`config.mk`:
```
export PLATFORM = sky130hd
export DESIGN_NAME = tag_dir_slice
export DESIGN_NICKNAME = d
export VERILOG_FILES = /design/src/rtl/tdir_pkg.sv /design/src/rtl/tdir_fifo.sv /design/src/rtl/tdir_array.sv /design/src/rtl/tag_dir_slice.sv
export SDC_FILE = /design/constraint.sdc
export NUM_CORES = 2
export LEC_CHECK = 0
export ABC_AREA = 1
export BUFFER_PORTS_ARGS = -buffer_cell sky130_fd_sc_hd__buf_2
export CORE_ASPECT_RATIO = 0.9
export CORE_MARGIN = 2
export CORE_UTILIZATION = 41
export CTS_CLUSTER_SIZE = 12
export DETAILED_ROUTE_END_ITERATION = 16
export PLACE_DENSITY_LB_ADDON = 0.08
export SYNTH_ARGS = -nofsm -noshare
export SYNTH_HDL_FRONTEND = slang
export SYNTH_HIERARCHICAL = 1
export SYNTH_SLANG_ARGS = --single-unit
```
`constraint.sdc`:
```
create_clock -name clk -period 3.6 [get_ports clk]
set_input_delay 0.18 -clock clk [delete_from_list [all_inputs] [get_ports clk]]
set_output_delay 0.18 -clock clk [all_outputs]
set_load 0.02 [all_outputs]
```
`src/rtl/tdir_pkg.sv`:
```
package tdir_pkg;
    localparam int N_CORES  = 4;
    localparam int CORE_W   = $clog2(N_CORES);
    localparam int LINE_W   = 8;
    localparam int N_SLICES = 4;
    localparam int SLICE_W  = $clog2(N_SLICES);
    localparam int N_MCS    = 2;
    localparam int MC_W     = $clog2(N_MCS);
    localparam int S_CHUNKS = (LINE_W + SLICE_W - 1) / SLICE_W;
    localparam int M_CHUNKS = (LINE_W - 1 + MC_W - 1) / MC_W;

    typedef enum logic [1:0] {DS_INV = 2'd0, DS_SHR = 2'd1, DS_EXC = 2'd2} dstate_e;

    typedef struct packed {
        logic [CORE_W-1:0] core;
        logic [LINE_W-1:0] line;
        logic              excl;
    } req_t;

    typedef struct packed {
        dstate_e            st;
        logic [CORE_W-1:0]  owner;
        logic [N_CORES-1:0] sharers;
    } dent_t;

    // Slice hash: XOR fold of the line address in SLICE_W-bit chunks.
    function automatic logic [SLICE_W-1:0] slice_of(input logic [LINE_W-1:0] l);
        logic [SLICE_W-1:0] acc;
        logic [LINE_W-1:0]  t;
        acc = '0;
        t   = l;
        for (int i = 0; i < S_CHUNKS; i++) begin
            acc = acc ^ t[SLICE_W-1:0];
            t   = t >> SLICE_W;
        end
        return acc;
    endfunction

    // Controller hash: XOR fold of the line bits above bit 0.
    function automatic logic [MC_W-1:0] mc_of(input logic [LINE_W-1:0] l);
        logic [MC_W-1:0]   acc;
        logic [LINE_W-1:0] t;
        acc = '0;
        t   = l >> 1;
        for (int i = 0; i < M_CHUNKS; i++) begin
            acc = acc ^ t[MC_W-1:0];
            t   = t >> MC_W;
        end
        return acc;
    endfunction

    function automatic logic [CORE_W-1:0] lowest_core(input logic [N_CORES-1:0] v);
        logic [CORE_W-1:0] r;
        r = '0;
        for (int i = N_CORES - 1; i >= 0; i--)
            if (v[i]) r = CORE_W'(i);
        return r;
    endfunction
endpackage

```
`src/rtl/tdir_fifo.sv`:
```
module tdir_fifo #(
    parameter int W     = 11,
    parameter int DEPTH = 4
) (
    input  logic         clk,
    input  logic         rst,
    input  logic         wr_en,
    input  logic [W-1:0] wr_data,
    input  logic         rd_en,
    output logic [W-1:0] rd_data,
    output logic         full,
    output logic         empty
);
    localparam int AW = (DEPTH > 1) ? $clog2(DEPTH) : 1;

    logic [W-1:0]  slots [DEPTH];
    logic [AW-1:0] wp, rp;
    logic [AW:0]   cnt;

    function automatic logic [AW-1:0] bump(input logic [AW-1:0] p);
        return (p == AW'(DEPTH - 1)) ? '0 : p + 1'b1;
    endfunction

    always_ff @(posedge clk) begin
        if (rst) begin
            wp  <= '0;
            rp  <= '0;
            cnt <= '0;
        end else begin
            if (wr_en) begin
                slots[wp] <= wr_data;
                wp        <= bump(wp);
            end
            if (rd_en) rp <= bump(rp);
            if (wr_en && !rd_en)      cnt <= cnt + 1'b1;
            else if (!wr_en && rd_en) cnt <= cnt - 1'b1;
        end
    end

    assign rd_data = slots[rp];
    assign full    = (cnt == (AW+1)'(DEPTH));
    assign empty   = (cnt == '0);

    a_r8_push_counts: assert property (@(posedge clk) disable iff (rst)
        (wr_en && !rd_en) |=> (cnt == $past(cnt) + 1'b1));
    a_r8_no_underflow: assert property (@(posedge clk) disable iff (rst)
        rd_en |-> !empty);
endmodule

```
`src/rtl/tdir_array.sv`:
```
module tdir_array
    import tdir_pkg::*;
(
    input  logic              clk,
    input  logic              rst,
    input  logic [LINE_W-1:0] rd_line,
    output dent_t             rd_ent,
    input  logic              wr_en,
    input  logic [LINE_W-1:0] wr_line,
    input  dent_t             wr_ent
);
    localparam int DEPTH = 1 << LINE_W;

    dent_t ents [DEPTH];

    always_ff @(posedge clk) begin
        if (rst) begin
            for (int i = 0; i < DEPTH; i++) ents[i] <= '0;
        end else if (wr_en) begin
            ents[wr_line] <= wr_ent;
        end
    end

    assign rd_ent = ents[rd_line];

    // an exclusive entry names exactly one holder, its owner
    a_r6_excl_single_holder: assert property (@(posedge clk) disable iff (rst)
        (wr_en && wr_ent.st == DS_EXC) |->
            ($countones(wr_ent.sharers) == 1 && wr_ent.sharers[wr_ent.owner]));
endmodule

```
`src/rtl/tag_dir_slice.sv`:
```
module tag_dir_slice
    import tdir_pkg::*;
#(
    parameter int SLICE_ID = 0,
    parameter int QDEPTH   = 4
) (
    input  logic               clk,
    input  logic               rst,
    input  logic               req_valid,
    output logic               req_ready,
    input  logic [CORE_W-1:0]  req_core,
    input  logic [LINE_W-1:0]  req_line,
    input  logic               req_excl,
    output logic               mem_valid,
    output logic [MC_W-1:0]    mem_sel,
    output logic [LINE_W-1:0]  mem_line,
    input  logic               mem_ack,
    output logic               fwd_valid,
    output logic [CORE_W-1:0]  fwd_core,
    output logic [LINE_W-1:0]  fwd_line,
    output logic               fwd_excl,
    input  logic               fwd_ack,
    output logic               inv_valid,
    output logic [N_CORES-1:0] inv_mask,
    output logic [LINE_W-1:0]  inv_line,
    input  logic               inv_ack_valid,
    input  logic [CORE_W-1:0]  inv_ack_core,
    output logic               ack_valid,
    output logic [CORE_W-1:0]  ack_core,
    output logic [LINE_W-1:0]  ack_line,
    output logic               ack_excl
);
    typedef enum logic [1:0] {ST_IDLE, ST_LOOK, ST_WAIT} seq_e;

    seq_e               st;
    req_t               q_in, q_out, cur;
    logic               q_full, q_empty, push, pop, owns;
    dent_t              ent, fin_ent;
    logic [N_CORES-1:0] req_bit, holders, others, inv_pend;
    logic [CORE_W-1:0]  tgt, fwd_tgt;
    logic               need_mem, need_fwd, ack_q, done;

    // Ownership filter and pending queue
    assign owns = (slice_of(req_line) == SLICE_W'(SLICE_ID));
    assign push = req_valid && owns && !q_full;
    assign pop  = (st == ST_IDLE) && !q_empty;
    assign q_in = '{core: req_core, line: req_line, excl: req_excl};
    assign req_ready = !q_full;

    tdir_fifo #(.W($bits(req_t)), .DEPTH(QDEPTH)) u_queue (
        .clk(clk), .rst(rst),
        .wr_en(push), .wr_data(q_in),
        .rd_en(pop),  .rd_data(q_out),
        .full(q_full), .empty(q_empty)
    );

    tdir_array u_track (
        .clk(clk), .rst(rst),
        .rd_line(cur.line), .rd_ent(ent),
        .wr_en(done), .wr_line(cur.line), .wr_ent(fin_ent)
    );

    // Source selection and next directory entry
    always_comb begin
        req_bit = N_CORES'(1) << cur.core;
        holders = (ent.st == DS_INV) ? '0 : ent.sharers;
        others  = holders & ~req_bit;
        tgt     = lowest_core(others);
        if (cur.excl) fin_ent = '{st: DS_EXC, owner: cur.core, sharers: req_bit};
        else          fin_ent = '{st: DS_SHR, owner: '0, sharers: holders | req_bit};
        done = (st == ST_WAIT) && !need_mem && !need_fwd && (inv_pend == '0);
    end

    always_ff @(posedge clk) begin
        if (rst) begin
            st       <= ST_IDLE;
            cur      <= '0;
            need_mem <= 1'b0;
            need_fwd <= 1'b0;
            inv_pend <= '0;
            fwd_tgt  <= '0;
            ack_q    <= 1'b0;
        end else begin
            ack_q <= 1'b0;
            case (st)
                ST_IDLE: if (!q_empty) begin
                    cur <= q_out;
                    st  <= ST_LOOK;
                end
                ST_LOOK: begin
                    need_mem <= (others == '0) && !(cur.excl && holders[cur.core]);
                    need_fwd <= (others != '0);
                    fwd_tgt  <= tgt;
                    inv_pend <= cur.excl ? (others & ~(N_CORES'(1) << tgt)) : '0;
                    st       <= ST_WAIT;
                end
                ST_WAIT: begin
                    if (mem_ack)       need_mem <= 1'b0;
                    if (fwd_ack)       need_fwd <= 1'b0;
                    if (inv_ack_valid) inv_pend[inv_ack_core] <= 1'b0;
                    if (done) begin
                        ack_q <= 1'b1;
                        st    <= ST_IDLE;
                    end
                end
                default: st <= ST_IDLE;
            endcase
        end
    end

    assign mem_valid = (st == ST_WAIT) && need_mem;
    assign mem_sel   = mc_of(cur.line);
    assign mem_line  = cur.line;
    assign fwd_valid = (st == ST_WAIT) && need_fwd;
    assign fwd_core  = fwd_tgt;
    assign fwd_line  = cur.line;
    assign fwd_excl  = cur.excl;
    assign inv_valid = (st == ST_WAIT) && (inv_pend != '0);
    assign inv_mask  = inv_pend;
    assign inv_line  = cur.line;
    assign ack_valid = ack_q;
    assign ack_core  = cur.core;
    assign ack_line  = cur.line;
    assign ack_excl  = cur.excl;

    a_r4_single_source: assert property (@(posedge clk) disable iff (rst)
        !(mem_valid && fwd_valid));
    a_r4_fwd_not_self: assert property (@(posedge clk) disable iff (rst)
        fwd_valid |-> (fwd_core != cur.core));
    a_r5_inv_spares_req: assert property (@(posedge clk) disable iff (rst)
        inv_valid |-> (!inv_mask[cur.core] && !inv_mask[fwd_core]));
    a_r5_grant_after_acks: assert property (@(posedge clk) disable iff (rst)
        ack_valid |-> ($past(inv_pend) == '0 && !$past(need_mem) && !$past(need_fwd)));
    a_r10_ack_pulse: assert property (@(posedge clk) disable iff (rst)
        ack_valid |=> !ack_valid);
endmodule

```
Yosys cells after proc, flatten, opt, wreduce, memory -nomap -nowiden:

Memory sizes are Yosys's and may differ from the RTL's. A register that Yosys moved wholly into a read port is not among the register bits.
Cells that the tools add are included.

* register bits: 18
* bits in writable memories: 2092
* memories kept: 2

Memories
* u_track.ents: depth 256, bits a word 8, read ports 1, clocked after memory_dff 0, wr ports 256, RTL line tdir_array.sv:14 `dent_t ents [DEPTH];`
* u_queue.slots: depth 4, bits a word 11, read ports 1, clocked after memory_dff 1, wr ports 1, RTL line tdir_fifo.sv:16 `logic [W-1:0] slots [DEPTH];`

* add/sub/neg operators: 4
* magnitude comparators: 3
* equality and inequality tests: 10
* shift operators: 2
* muxes and demuxes: 35
* bitwise gates (word level): 18
* reductions and logical operators: 38

Operators with widths (count)
* $mux W8: 3
* $mux W2: 8
* $logic_and A1 B1 Y1: 14
* $mux W1: 13
* $and A4 B4 Y4: 3
* $mux W4: 3
* $not A4 Y4: 3
* $ne A2 B2 Y1 const B: 5
* $reduce_and A2 Y1: 5
* $logic_not A4 Y1: 2
* $pmux W4 S2: 1
* $reduce_bool A4 Y1: 2
* $reduce_or A8 Y1: 1
* $shl A1 B2 Y4 const A: 2
* $logic_not A1 Y1: 7
* $eq A2 B2 Y1 const B: 3
* $logic_not A2 Y1: 3
* $lt A2 B3 Y1 const B: 2
* $mux W3: 2
* $pmux W2 S3: 1
* $xor A1 B1 Y1: 6
* $xor A2 B2 Y2: 3
* $add A2 B1 Y2 const B: 2
* $or A4 B4 Y4: 1
* 12 further kinds: 15

Logic depth before layout (Yosys ltp):

An unclocked memory read counts as a cell.

* depth after elaboration: 13
* depth in mapped cells: 23
* mapped depth without buffers: 18

Modules after synthesis:

The synthesis kept the hierarchy.

Modules (own cells, without submodules)
* tdir_array: instances 1, cells each 9544, area an instance 92771.5 µm²
* tdir_fifo: instances 1, cells each 167, area an instance 2107.0 µm²
* tag_dir_slice: instances 1, cells each 214, area an instance 1465.2 µm²

Worst setup path after synthesis:

Ideal clock, no wire load.

* kind: register to register
* from: reg cur (netlist bit ack_line[1])
* to: mem u_track/ents[154][0] in the netlist's numbering, data pin
* setup time: 0.266 ns
* data arrival time: 2.943 ns
* data required time: 3.334 ns
* path slack: 0.391 ns
* stages on the path, launching flop included: 21
* buffers on the path: 5
* clock period less this slack: 3.209 ns
* cells stage by stage: dfxtp_1 > buf_2 > buf_2 > clkbuf_1 > nand3_1 > nand3_1 > nand3_1 > nand3_1 > nand3_1 > nand3_1 > nand2_1 > nand2_1 > nand2_1 > nor2_2 > nor2_1 > nand2_1 > nand2_1 > inv_1 > clkbuf_1 > clkbuf_1 > nor2_1

RTL lines
* start, declared: RTL line tag_dir_slice.sv:36 `req_t q_in, q_out, cur;`
* start signal, assigned: RTL line tag_dir_slice.sv:87 `cur <= q_out;`
* end, declared: RTL line tdir_array.sv:14

==> impl_results.md <==
- Die Y-Extent: 408 um
- Final min period: 3.65 ns
- Row count: 148
- Total power: 70100 uW
- Combinational Power Share: 44.2%
- Routed wire length per instance: 23.9 um
- Share of layout cells above drive strength 1: 12.0%
- Htree depth: 4
- Hold EP: u_queue/slots[3][10]$_DFFE_PP_
- Failing checks: setup timing
- GR Util All Layers: 26.2%
- Slew Viols, Final: 0
- Crit path max fanout: 20
- Synth warnings: 6
- Cell area after synthesis: between 70000 and 80000 um2
- CTS Root Cell: clkbuf_16
- Final wirelength: 248 mm
- CTS Buffer Depth: 3
- Length of the first detailed-routing pass in iterations: 6
- CTS tree: yes
- Least-Margin Pin Slew: 0.903 ns
- Pwr/cell area: just over 800 nW/um2
- Worst R2R Start: ack_line[0]$_SDFFE_PP0P_
- Vias in the first global route: ~55000
- Setup violators final: just over 40
- Final GP Congestion: 0.865
- Core ar.: 181000 um2
- Largest net degree at the start of global routing: 121
- Critical path arrival: between 4 and 5 ns
- Synth-to-Final Area Change: 17.2%
- Final Hold Vio Count: 0
- Initial DRC count: 6279
- GRT busiest layer: met2
- Syn avg cell area: about 9.5 um2
- Routing usage on met2: 40.9%
- Worst Hold Class: in2reg
- FF-to-FF setup slack: -0.05 ns
- Worst EP required: 4.25 ns
- Syn Inst Count: 7813
- Leak: 0.0339 uW
- Synthesized Nets: about 7800
- Port Buffers: 66
- Vias/cell: 5.50
- Worst Hold Path Cells: 2
- Internal power: a little over 40000 uW
- P_sw: 28600 uW
- Routing usage on met1: 37.4%
- DP HPWL: 157 mm
- # DRC: 0
- Detail Route Antenna Nets: 0
- Setup slack at placement: -0.437 ns
- NumNets Final: 7889
- Effective utilization at floorplan: between 40 and 50%
- Reg2Reg Depth: 24
- First-pass GRT wire length: 363 mm
- R2R Path End: u_track/ents[193][1]$_SDFFCE_PN0P_
- Via count: 57218
- Fillers: 16911
- Status: finished, violations left
- Final Cycle Share: 101%
- Die area: about 180000 um2
- Worst slew margin: 39.8%
- Final global-route overflow total: 0
- Max-cap viol count: 0
- CP Launch Type: register
- Worst IR Drop VDD: just under 0.7 mV
- Met3 global-route usage: 4.02%
- Clk pwr share: 24.9%
- Worst Clk Skew: 0.0355 ns
- Crit Path Class: reg2reg
- Max Fclk: 274 MHz
- Num CTS Buffers: 176
- CP endpoint kind: register
- RSZ-0062 raised after global routing: true
- Hold_sp: req_core[1]
- Sw frac: 40.9%
- Die Span X: roughly 450 um
- Reg clk slew, reported paths: 0.06 ns
- Clk_lat worst skew: 0.81 ns
- Final TNS setup: -0.779 ns
- Seq pwr share: ~31%
- Util after Layout: 48.2%
- Antenna violations before repair: 4
- Setup WS post-layout: -0.0472 ns
- IO Count: 67
- Num Clock Sinks: 1611
-- worst max path at each step --
stage | from | end | slack, ns | cells after the start
3_3_place_gp | ack_line[0]$_SDFFE_PP0P_ | u_track/ents[137][1]$_SDFFCE_PN0P_ | -0.43 | 21
6_report | ack_line[0]$_SDFFE_PP0P_ | u_track/ents[193][1]$_SDFFCE_PN0P_ | -0.05 | 24
4_1_cts | ack_line[0]$_SDFFE_PP0P_ | u_track/ents[16][1]$_SDFFCE_PN0P_ | -0.003 | 23
5_1_grt | ack_line[0]$_SDFFE_PP0P_ | u_track/ents[202][3]$_SDFFCE_PN0P_ | -0.15 | 23
2_1_floorplan | ack_line[1]$_SDFFE_PP0P_ | u_track/ents[154][0]$_SDFFCE_PN0P_ | 0.41 | 20
3_5_place_dp | ack_line[0]$_SDFFE_PP0P_ | u_track/ents[166][3]$_SDFFCE_PN0P_ | -0.44 | 20
-- cell usage in the layout, fill, tap and decap left out, drive strengths merged, types with 20 or more instances in the layout --
| cell | count |
|---|---|
| nand2 | 2126 |
| dlygate4sd3 | 20 |
| clkinv | 69 |
| dfxtp | 31 |
| o21ai | 42 |
| nand3 | 1530 |
| inv | 79 |
| edfxtp | 1580 |
| buf | 539 |
| nor3 | 28 |
| clkbuf | 253 |
| nor2 | 1640 |
-- final cells by class --
cell class	count	area, um2	area share [%]
timing repair buffer	580	6870	7.89
inverter	72	377	0.432
antenna	1	2.50	0.00287
tap	2400	3000	3.45
clock buffer	236	4780	5.49
multi-input combinational	5418	23300	26.7
timing repair inverter	4	58.8	0.0675
sequential	1611	48100	55.2
clock inverter	82	667	0.766
-- stage by stage --
| step | area (um2) | hold WS (ns) | instances |
|---|---|---|---|
| floorplan | 74300 | 0.252 | 7813 |
| global placement | 79700 | 0.403 | 10014 |
| detailed placement | 79700 | 0.404 | 10014 |
| CTS | 86200 | 0.0811 | 10373 |
| global route | 87100 | 0.123 | 10403 |
| finish | 87100 | 0.147 | 10404 |
-- registers in the layout, summed over array words and instances (netlist names), named ones only --
| signal | cells |
|---|---|
| need_fwd | 1 |
| inv_mask | 4 |
| u_queue/slots | 44 |
| fwd_core | 2 |
| need_mem | 1 |
| ack_valid | 1 |
| ack_core | 2 |
| u_queue/rp | 2 |
| st | 2 |
| u_queue/wp | 2 |
| ack_line | 8 |
| u_track/ents | 1536 |
| ack_excl | 1 |
| u_queue/cnt | 3 |
-- metal layers --
layer | vias up | share of wire (%)
li1 | 26433 | -
met1 | 28245 | 44
met2 | 2167 | 46
met4 | 0 | 3.2
met3 | 373 | 7.3
met5 | - | 0
-- power groups by stage --
stage | Combinational, uW | Sequential (uW) | Clock [uW]
after floorplan | 13300 | 22000 | 0
after global placement | 27300 | 22100 | 0
after detailed placement | 27300 | 22100 | 0
after CTS | 29300 | 21700 | 17700
after global routing | 32400 | 21800 | 18400
final | 30900 | 21700 | 17400
-- repair_timing --
action,4_1_cts,5_1_grt
setup buffers,10,12
hold buffers,20,0
hold endpoints to repair,60,0
pin swaps,5,8
endpoints found under the setup margin,1025,1006
gates resized for setup,96,79
gates cloned,11,18
-- worst max-delay path, stage by stage (launching register included) --
cell	delay [ns]
dfxtp_4	0.37
buf_12	0.19
buf_16	0.20
buf_16	0.16
buf_8	0.15
nand2_1	0.09
nand3_2	0.09
nand3_1	0.11
nand3_2	0.10
nand3_2	0.09
buf_6	0.16
nand3_1	0.09
nand3_2	0.18
nand2_1	0.14
nand2_1	0.07
nand2_2	0.10
nor2_4	0.07
nor2_4	0.16
nand2_2	0.08
nand2_4	0.14
buf_6	0.16
clkinv_8	0.10
buf_12	0.14
buf_12	0.15
nor2_1	0.13
(Power assumes the default switching activity.)
